File: src/rtl/clkout_pwr_pkg.sv
// Package: shared sequencer state type for the clock output power controller.
// Assumes: nothing beyond IEEE 1800-2017.
package clkout_pwr_pkg;
    typedef enum logic [2:0] {
        ST_PGOOD    = 3'd0,
        ST_LOCKWAIT = 3'd1,
        ST_RUN      = 3'd2,
        ST_FAULT    = 3'd3,
        ST_STOPPING = 3'd4,
        ST_OFF      = 3'd5
    } seq_state_t;
endpackage

File: src/rtl/pd_pin_sync.sv
// Module: pd_pin_sync
// Brings the asynchronous shared pin into the clk domain through SYNC_STAGES
// flops, plus one confirm flop. It reports a level only when the last two
// synchronized samples agree.
// Assumes: pin may change at any time; clk is free running.
module pd_pin_sync #(
    parameter int SYNC_STAGES = 2
) (
    input  logic clk,
    input  logic rst_n,
    input  logic pin_async,
    output logic lvl_hi,
    output logic lvl_lo
);
    localparam int SR_W = SYNC_STAGES + 1;

    logic [SR_W-1:0] sr_q;

    // Shift the pin through synchronizer and confirm stages.
    always_ff @(posedge clk) begin
        if (!rst_n) sr_q <= '0;
        else        sr_q <= {sr_q[SR_W-2:0], pin_async};
    end

    assign lvl_hi = sr_q[SR_W-1] & sr_q[SR_W-2];
    assign lvl_lo = ~sr_q[SR_W-1] & ~sr_q[SR_W-2];

    // a confirmed low needs two consecutive low synchronized samples
    a_r2_low_needs_two: assert property (@(posedge clk) disable iff (!rst_n)
        lvl_lo |-> $past(~sr_q[SR_W-2]));
endmodule

File: src/rtl/pd_seq_fsm.sv
// Module: pd_seq_fsm
// Power sequencer: power-good phase, lock wait with timeout, run, fault park,
// stopping (waits for all gates closed) and off (shutdown request).
// Assumes: lvl_hi/lvl_lo come from pd_pin_sync; gates_idle reflects the
// registered output gates.
module pd_seq_fsm
    import clkout_pwr_pkg::*;
#(
    parameter int LOCK_TMO = 1000
) (
    input  logic clk,
    input  logic rst_n,
    input  logic lvl_hi,
    input  logic lvl_lo,
    input  logic pll_locked,
    input  logic gates_idle,
    input  logic cfg_keep,
    output logic run_o,
    output logic osc_off_o,
    output logic cfg_clear_o
);
    localparam int CW = $clog2(LOCK_TMO + 1);

    seq_state_t      state_q, state_d;
    logic [CW-1:0]   wait_cnt_q;
    logic            clear_q;

    // Next-state selection.
    always_comb begin
        state_d = state_q;
        unique case (state_q)
            ST_PGOOD:    if (lvl_hi) state_d = ST_LOCKWAIT;
            ST_LOCKWAIT: begin
                if (lvl_lo)                             state_d = ST_STOPPING;
                else if (pll_locked)                    state_d = ST_RUN;
                else if (wait_cnt_q == CW'(LOCK_TMO-1)) state_d = ST_FAULT;
            end
            ST_RUN,
            ST_FAULT:    if (lvl_lo) state_d = ST_STOPPING;
            ST_STOPPING: if (gates_idle) state_d = ST_OFF;
            ST_OFF:      if (lvl_hi) state_d = ST_LOCKWAIT;
            default:     state_d = ST_PGOOD;
        endcase
    end

    // State register.
    always_ff @(posedge clk) begin
        if (!rst_n) state_q <= ST_PGOOD;
        else        state_q <= state_d;
    end

    // Lock-wait cycle counter, cleared outside the lock-wait state.
    always_ff @(posedge clk) begin
        if (!rst_n || state_q != ST_LOCKWAIT) wait_cnt_q <= '0;
        else                                  wait_cnt_q <= wait_cnt_q + 1'b1;
    end

    // One-cycle configuration clear on power-down entry when not keeping.
    always_ff @(posedge clk) begin
        if (!rst_n) clear_q <= 1'b0;
        else        clear_q <= (state_d == ST_STOPPING) && (state_q != ST_STOPPING) && !cfg_keep;
    end

    assign run_o       = (state_q == ST_RUN);
    assign osc_off_o   = (state_q == ST_OFF);
    assign cfg_clear_o = clear_q;

    // once the power-good phase is left it never returns
    a_r1_pgood_left_for_good: assert property (@(posedge clk) disable iff (!rst_n)
        ($past(state_q) != ST_PGOOD) |-> (state_q != ST_PGOOD));
    // run is entered only with lock present
    a_r5_run_needs_lock: assert property (@(posedge clk) disable iff (!rst_n)
        (state_q == ST_RUN && $past(state_q) != ST_RUN) |-> $past(pll_locked));
    // fault is entered only at the end of the lock window
    a_r6_fault_at_timeout: assert property (@(posedge clk) disable iff (!rst_n)
        (state_q == ST_FAULT && $past(state_q) == ST_LOCKWAIT) |-> ($past(wait_cnt_q) == CW'(LOCK_TMO-1)));
    // the clear pulse lasts one cycle
    a_r7_clear_single: assert property (@(posedge clk) disable iff (!rst_n)
        clear_q |=> !clear_q);
endmodule

File: src/rtl/out_gate_bank.sv
// Module: out_gate_bank
// One gate flop per output. A gate only moves on a sampled falling edge of its
// own output clock, so an output never produces a runt pulse.
// Assumes: out_clk levels are synchronous to clk and slower than clk/2.
module out_gate_bank #(
    parameter int N_OUT = 5
) (
    input  logic             clk,
    input  logic             rst_n,
    input  logic             run,
    input  logic [N_OUT-1:0] en_mask,
    input  logic             test_entry,
    input  logic             test_sel,
    input  logic [N_OUT-1:0] out_clk,
    output logic [N_OUT-1:0] gate_o,
    output logic             idle_o
);
    logic [N_OUT-1:0] clk_d_q;
    logic [N_OUT-1:0] gate_q;

    for (genvar i = 0; i < N_OUT; i++) begin : g_lane
        logic fall;
        logic want;
        assign fall = clk_d_q[i] & ~out_clk[i];
        assign want = run & (test_entry ? test_sel : en_mask[i]);

        // Remember the previous clock level for falling-edge detection.
        always_ff @(posedge clk) begin
            if (!rst_n) clk_d_q[i] <= 1'b0;
            else        clk_d_q[i] <= out_clk[i];
        end

        // Update the gate only on this output's falling edge.
        always_ff @(posedge clk) begin
            if (!rst_n)    gate_q[i] <= 1'b0;
            else if (fall) gate_q[i] <= want;
        end

        // a gate changes only right after a sampled falling edge
        a_r3_gate_moves_on_fall: assert property (@(posedge clk) disable iff (!rst_n)
            (gate_q[i] != $past(gate_q[i])) |-> ($past(clk_d_q[i]) && !$past(out_clk[i])));
    end

    assign gate_o = gate_q;
    assign idle_o = ~|gate_q;
endmodule

File: src/rtl/ref_divider.sv
// Module: ref_divider
// Divides clk by 2*DIV_HALF to make the test-mode reference.
// Assumes: DIV_HALF >= 1.
module ref_divider #(
    parameter int DIV_HALF = 4
) (
    input  logic clk,
    input  logic rst_n,
    output logic div_o
);
    localparam int DW = (DIV_HALF > 1) ? $clog2(DIV_HALF) : 1;

    logic [DW-1:0] cnt_q;
    logic          div_q;

    // Count DIV_HALF cycles, then toggle.
    always_ff @(posedge clk) begin
        if (!rst_n) begin
            cnt_q <= '0;
            div_q <= 1'b0;
        end else if (cnt_q == DW'(DIV_HALF-1)) begin
            cnt_q <= '0;
            div_q <= ~div_q;
        end else begin
            cnt_q <= cnt_q + 1'b1;
        end
    end

    assign div_o = div_q;

    // the divided clock never holds longer than DIV_HALF cycles
    a_r10_div_toggles: assert property (@(posedge clk) disable iff (!rst_n)
        (cnt_q == '0 && $past(rst_n) && $past(cnt_q) == DW'(DIV_HALF-1)) |-> (div_q != $past(div_q)));
endmodule

File: src/rtl/clkout_pwr_ctrl.sv
// Module: clkout_pwr_ctrl (top)
// Sequences clock outputs into and out of power-down, gates each output from
// its enable and the test bits, requests oscillator shutdown only after every
// output is closed, and pulses configuration clear on power-down entry.
// Assumes: clk is the reference clock; out_clk are the output clock levels.
module clkout_pwr_ctrl #(
    parameter int N_OUT    = 5,
    parameter int LOCK_TMO = 1000,
    parameter int DIV_HALF = 4
) (
    input  logic             clk,
    input  logic             rst_n,
    input  logic             pwr_pin,
    input  logic             pll_locked,
    input  logic             cfg_keep,
    input  logic [N_OUT-1:0] out_en,
    input  logic             test_entry,
    input  logic             test_sel,
    input  logic [N_OUT-1:0] out_clk,
    output logic [N_OUT-1:0] out_gate,
    output logic             hiz,
    output logic             div_sel,
    output logic             div_clk,
    output logic             osc_off,
    output logic             cfg_clear
);
    logic lvl_hi, lvl_lo;
    logic run, gates_idle;
    logic hiz_q, div_sel_q;

    pd_pin_sync #(.SYNC_STAGES(2)) u_sync (
        .clk(clk), .rst_n(rst_n), .pin_async(pwr_pin),
        .lvl_hi(lvl_hi), .lvl_lo(lvl_lo)
    );

    pd_seq_fsm #(.LOCK_TMO(LOCK_TMO)) u_seq (
        .clk(clk), .rst_n(rst_n), .lvl_hi(lvl_hi), .lvl_lo(lvl_lo),
        .pll_locked(pll_locked), .gates_idle(gates_idle), .cfg_keep(cfg_keep),
        .run_o(run), .osc_off_o(osc_off), .cfg_clear_o(cfg_clear)
    );

    out_gate_bank #(.N_OUT(N_OUT)) u_gates (
        .clk(clk), .rst_n(rst_n), .run(run), .en_mask(out_en),
        .test_entry(test_entry), .test_sel(test_sel), .out_clk(out_clk),
        .gate_o(out_gate), .idle_o(gates_idle)
    );

    ref_divider #(.DIV_HALF(DIV_HALF)) u_div (
        .clk(clk), .rst_n(rst_n), .div_o(div_clk)
    );

    // Register the test-mode output controls.
    always_ff @(posedge clk) begin
        if (!rst_n) begin
            hiz_q     <= 1'b0;
            div_sel_q <= 1'b0;
        end else begin
            hiz_q     <= test_entry & ~test_sel;
            div_sel_q <= test_entry & test_sel;
        end
    end

    assign hiz     = hiz_q;
    assign div_sel = div_sel_q;

    // shutdown is requested only while every output is closed
    a_r4_osc_only_closed: assert property (@(posedge clk) disable iff (!rst_n)
        osc_off |-> (out_gate == '0));
    // shutdown rises only after the gates were already closed
    a_r4_osc_after_close: assert property (@(posedge clk) disable iff (!rst_n)
        $rose(osc_off) |-> ($past(out_gate) == '0));
    // test controls follow the test inputs one edge later
    a_r9_hiz_follows: assert property (@(posedge clk) disable iff (!rst_n)
        $past(rst_n) |-> (hiz == ($past(test_entry) && !$past(test_sel))));
endmodule

File: config.mk
export PLATFORM = sky130hd
export DESIGN_NAME = clkout_pwr_ctrl
export DESIGN_NICKNAME = d
export VERILOG_FILES = /design/src/rtl/clkout_pwr_pkg.sv /design/src/rtl/pd_pin_sync.sv /design/src/rtl/pd_seq_fsm.sv /design/src/rtl/out_gate_bank.sv /design/src/rtl/ref_divider.sv /design/src/rtl/clkout_pwr_ctrl.sv
export SDC_FILE = /design/constraint.sdc
export NUM_CORES = 1
export LEC_CHECK = 0
export BUFFER_PORTS_ARGS = -buffer_cell sky130_fd_sc_hd__buf_4
export CAP_MARGIN = 25
export CELL_PAD_IN_SITES_DETAIL_PLACEMENT = 1
export CELL_PAD_IN_SITES_GLOBAL_PLACEMENT = 1
export CORE_MARGIN = 4
export CORE_UTILIZATION = 36
export DETAILED_ROUTE_END_ITERATION = 8
export PLACE_DENSITY = 0.82
export SETUP_SLACK_MARGIN = 0.15
export SYNTH_ARGS = -nofsm -noshare
export SYNTH_HDL_FRONTEND = slang
export SYNTH_HIERARCHICAL = 1
export SYNTH_SLANG_ARGS = --single-unit
File: constraint.sdc
create_clock -name clk -period 1.4 [get_ports clk]
set_input_delay 0.21 -clock clk [delete_from_list [all_inputs] [get_ports clk]]
set_output_delay 0.21 -clock clk [all_outputs]
set_load 0.02 [all_outputs]
Yosys cells after proc, flatten, opt, wreduce, memory -nomap -nowiden
Cells that the tools add are included.
{"block": "totals", "regBits": 32, "inputBits": 17, "elab_cells": 76}
{"block": "op_classes", "addsub": 2, "eq_ne": 10, "muxes": 12, "n_bitwise": 24, "reduce_logical": 10}
{"cell": "2-to-1 mux 3 bit", "count": 6}
{"cell": "AND 1 bit", "count": 14}
{"cell": "one-hot mux 3 bit (4 select lines)", "count": 1}
{"cell": "adder 10 x 1 -> 10 bit (second input constant)", "count": 1}
{"cell": "== test 10 bit (second input constant)", "count": 1}
{"cell": "inverter 1 bit", "count": 10}
{"cell": "== test 3 bit (second input constant)", "count": 3}
{"cell": "== test 3 x 2 -> 1 bit (second input constant)", "count": 2}
{"cell": "OR reduction 2 bit", "count": 3}
{"cell": "2-to-1 mux 1 bit", "count": 5}
{"cell": "OR reduction 5 bit", "count": 1}
{"cell": "== test 3 x 1 -> 1 bit (second input constant)", "count": 1}
{"cell": "zero test 3 bit", "count": 1}
{"cell": "!= test 3 x 1 -> 1 bit (second input constant)", "count": 1}
{"cell": "!= test 3 bit (second input constant)", "count": 1}
{"cell": "adder 2 x 1 -> 2 bit (second input constant)", "count": 1}
{"cell": "== test 2 bit (second input constant)", "count": 1}
{"cell": "logical AND 1 bit", "count": 2}
{"cell": "zero test 1 bit", "count": 2}
{"cell": "logical OR 1 bit", "count": 1}

Logic depth before layout (Yosys ltp)
{"block": "depth", "ltp_word": 8, "depth_mapped": 5, "depth_no_buf": 5}

Hierarchy
The synthesis kept the hierarchy.
{"mod": "pd_seq_fsm", "n_inst": 1, "cells_per_inst": 70, "area_each_um2": 634.4, "seq_area_each_um2": 280.3}
{"mod": "out_gate_bank", "n_inst": 1, "cells_per_inst": 44, "area_each_um2": 427.9, "seq_area_each_um2": 200.2}
{"mod": "ref_divider", "n_inst": 1, "cells_per_inst": 8, "area_each_um2": 105.1, "seq_area_each_um2": 60.1}
{"mod": "pd_pin_sync", "n_inst": 1, "cells_per_inst": 8, "area_each_um2": 88.8, "seq_area_each_um2": 60.1}
{"mod": "clkout_pwr_ctrl", "n_inst": 1, "cells_per_inst": 4, "area_each_um2": 56.3, "seq_area_each_um2": 40.0}

Least setup slack after synthesis
Ideal clock, no wire load.
{"block": "synth_timing", "kind": "register to register", "from": "reg u_gates.gate_q[3], in the netlist u_gates/gate_o[3]", "to": "reg u_seq.clear_q, in the netlist u_seq/cfg_clear_o", "setup_time_ps": 116, "arrival_ps": 1299, "required_time_ps": 1284, "setup_slack_ps": -14, "stages_incl_launch_ff": 6, "n_path_buf": 0, "period_less_slack_ps": 1414, "cell_sequence": "dfxtp_1 -> or4_1 -> nor2_1 -> a21oi_1 -> a2bb2oi_1 -> and3_1"}
{"block": "synth_between", "elab_chain_len": 6}
{"element": "start: declaration", "line_no": "out_gate_bank.sv:19", "rtl": "logic [N_OUT-1:0] gate_q;"}
{"element": "start signal: indexed assignment", "line_no": "out_gate_bank.sv:36", "rtl": "else if (fall) gate_q[i] <= want;"}
{"element": "OR reduction 5 bit", "line_no": "out_gate_bank.sv:45", "rtl": "assign idle_o = ~|gate_q;"}
{"element": "2-to-1 mux 3 bit", "line_no": "pd_seq_fsm.sv:40", "rtl": "ST_STOPPING: if (gates_idle) state_d = ST_OFF;"}
{"element": "one-hot mux 3 bit (4 select lines)", "line_no": "pd_seq_fsm.sv:31", "rtl": "unique case (state_q)"}
{"element": "== test 3 bit", "line_no": "pd_seq_fsm.sv:61", "rtl": "else clear_q <= (state_d == ST_STOPPING) && (state_q != ST_STOPPING) && !cfg_keep;"}
{"element": "logical AND 1 bit (2 in a row)", "line_no": "pd_seq_fsm.sv:61"}
{"element": "end signal: assignment", "line_no": "pd_seq_fsm.sv:61"}
{"element": "end: declaration", "line_no": "pd_seq_fsm.sv:26", "rtl": "logic clear_q;"}
No other way between the ends.
A chain may end at the register's enable or synchronous reset.

Worst setup path after layout
Same ends and word-level chain as after synthesis.

==> results.sh <==
export IMPL_outcome="complete, but fails checks"
export IMPL_violations="negative setup slack"
export IMPL_r2r_setup_slack_ps=-60
export IMPL_layout_nets=191
export IMPL_drive_above_1_share=0.416
export IMPL_min_path_cells=2
export IMPL_ys_flop_type="dfxtp_1"
export IMPL_cts_made_buffers=5
export IMPL_holdWs_ps=87.3
export IMPL_finalMaxSlewViolations=0
export IMPL_place_ws_ps=-43.9
export IMPL_yosys_register_bits=32
export IMPL_cap_viol_max_count=0
export IMPL_hp_start="pwr_pin"
export IMPL_min_period_ps=1460
export IMPL_synthesis_nets=153
export IMPL_worst_r2r_path_depth=5
export IMPL_cts_sinks=32
export IMPL_diodes=0
export IMPL_cp_slowest_stage_delay_ps=540
export IMPL_drc_errors=0
export IMPL_finClkSkew_ps=1.36
export IMPL_cts_tree="yes"
export IMPL_grt_usage=0.165
export IMPL_final_cell_mix="buf_4 (36), dfxtp_1 (20), and2_1 (10), dfxtp_2 (10), nor2_1 (9)"
export IMPL_antenna_found_initial=0
export IMPL_hold_end="u_sync/sr_q[0]"
export IMPL_initial_core_util=0.384
export IMPL_crit_chain="or4_4, nor2_4, a21oi_2, a2bb2oi_2, and3_1"
export IMPL_dieArea_mm2=0.00468
export IMPL_fp_row_count=21
export IMPL_r2r_end="u_seq/cfg_clear_o"
export IMPL_drtAntennaViolNets=0
export IMPL_final_cells=219
export IMPL_syn_area_mm2=0.00131
export IMPL_cp_start_kind="flop"
export IMPL_p_per_area_mw_per_mm2=899
export IMPL_routabilityCongestion=0.801
export IMPL_layout_setup_ws_ps=-62.2
export IMPL_clkSlewWorstSetupHoldPaths_ps=90
export IMPL_root_buffer="clkbuf_4"
export IMPL_core_area_mm2=0.00342
export IMPL_die_w_um=68.4
export IMPL_max_slew_margin=0.788
export IMPL_peakVddDrop_v=0.000489
export IMPL_cp_end_kind="flop"
export IMPL_placed_cell_area_mm2=0.00160
export IMPL_timing_hold_violations_final=0
export IMPL_clk_path_buf_depth=2
export IMPL_r2r_start="u_gates/gate_o[3]"
export IMPL_first_pass_iters=2
export IMPL_grt_ovfl_total=0
export IMPL_fmax_mhz=684
export IMPL_crit_buf_inv=0
export IMPL_fillers=389
export IMPL_stdcell_area_mm2=0.00178
export IMPL_crit_required_ps=1620
export IMPL_post_drt_wl_per_cell_um=15.2
export IMPL_tightestPinTransition_ps=315
export IMPL_synthArstFlopShare=0
export IMPL_syn_inst=134
export IMPL_drtIter0Drc=24
export IMPL_cp_top_family="simple AND/OR/NAND/NOR gates"
export IMPL_dpl_hpwl_mm=2.24
export IMPL_grt_max_degree=18
export IMPL_yosys_warnings=6
export IMPL_vias_per_cell=5.03
export IMPL_fin_crit_sh=1.04
export IMPL_area_growth_pct=35.9
export IMPL_grt_pass1_vias=1174
export IMPL_leakage_nw=0.736
export IMPL_worst_ep_arrival_time_ps=1690
export IMPL_cp_depth=5
export IMPL_cp_max_fo=2
export IMPL_syn_avg_cell_area_um2=9.79
export IMPL_cts_hold_buffers=0
export IMPL_crit_path_top_delay_cell="or4_4"
export IMPL_rsz0062_at_grt="yes"
export IMPL_critPathKind="reg2reg"
export IMPL_portBuffers=26
export IMPL_synth_edf_count=0
export IMPL_min_path_type="in2reg"
export IMPL_die_h_um=68.4
export IMPL_grt_pass1_wl_mm=5.40
export IMPL_dr_total_vias=1102
export IMPL_dp_cells=208
export IMPL_io_pins=27
export IMPL_synthDistinctLibCells=35
export IMPL_drt_total_wl_mm=3.34
export IMPL_synth_seq_area_share=0.488
export IMPL_worstSkewPairLatency_ps=330
export IMPL_layout_commonest_cell="buf_4"
export IMPL_h_tree_depth=2
export IMPL_setup_violations=1
==> area by class of cell <==
cell class,instances,area [um^2],area share
sequential,32,661,0.370
inverter,2,7.51,0.00421
tap,46,57.6,0.0323
clock buffer,8,58.8,0.0330
timing repair buffer,36,270,0.151
multi-input combinational,95,729,0.409
==> cell usage after synthesis (5+ instances only) <==
cell type,instances,area [um^2]
nand4b_1,5,43.8
o22ai_1,5,31.3
nor2b_1,7,43.8
mux2i_1,5,50.1
nand2_1,8,30.0
and2_1,10,62.6
dfxtp_1,32,641
xnor2_1,5,43.8
buf_2,5,25.0
nor2_1,10,37.5
==> metrics by stage <==
stage               power (W)  utilization  setup TNS [ps]
finish                0.00160        0.522           -62.2
global route          0.00170        0.522            -151
floorplan             0.00102            -               0
global placement      0.00108        0.467               0
CTS                   0.00164        0.500           -32.4
detailed placement    0.00109        0.467           -63.0
==> where the power goes <==
group | internal (W) | leakage (nW) | switching (W)
clock network | 0.000248 | 0.0326 | 0.000292
logic | 0.0000709 | 0.436 | 0.0000522
registers | 0.000930 | 0.267 | 0.0000111
==> routing by layer <==
metal	global-route usage	wire length, um	vias to the layer above
met5	0	0	-
met4	0.104	121	0
met3	0.0558	133	9
met2	0.288	1830	20
met1	0.166	1260	530
li1	-	-	543
==> worst max-delay path by stage <==
stage	start	slack (ps)	endpoint
final	u_gates/gate_o[3]	-60	u_seq/cfg_clear_o
after global placement	u_gates/gate_o[3]	10	u_seq/cfg_clear_o
after CTS	u_gates/gate_o[3]	-30	u_seq/cfg_clear_o
after global routing	u_gates/gate_o[3]	-110	u_seq/cfg_clear_o
after floorplan	u_gates/gate_o[3]	20	u_seq/cfg_clear_o
after detailed placement	u_gates/gate_o[3]	-40	u_seq/cfg_clear_o
==> worst reg2reg max path, stage by stage (launching register included) <==
cell,delay [ps]
dfxtp_2,330
or4_4,540
nor2_4,130
a21oi_2,70
a2bb2oi_2,140
and3_1,160
==> registers in the layout, indices dropped and copies added, names as in the netlist <==
signal	flops
u_gates/gate_o	5
hiz	1
u_seq/cfg_clear_o	1
u_seq/wait_cnt_q	10
u_sync/sr_q	3
u_div/cnt_q	2
div_sel	1
u_gates/clk_d_q	5
u_seq/state_q	3
u_div/div_o	1
==> kinds of logic (layout without fill, tap and decap cells) <==
logic type                 count (synthesis)  count (layout)  share of synthesized area
buffers and inverters                      7              46                     0.0248
xor gates and xnor gates                   8               8                     0.0534
and+or+nand+nor                           66              66                      0.310
DFF                                       32              32                      0.488
muxes                                      5               5                     0.0381
adders and majority gates                  2               2                     0.0191
AOI/OAI and AO/OA                         14              14                     0.0667
==> what timing repair did <==
item,4_1_cts,5_1_grt
buffers inserted,3,0
setup endpoints to repair,5,9
pin swaps,3,7
resized for setup,9,21
(Power assumes the default switching activity.)
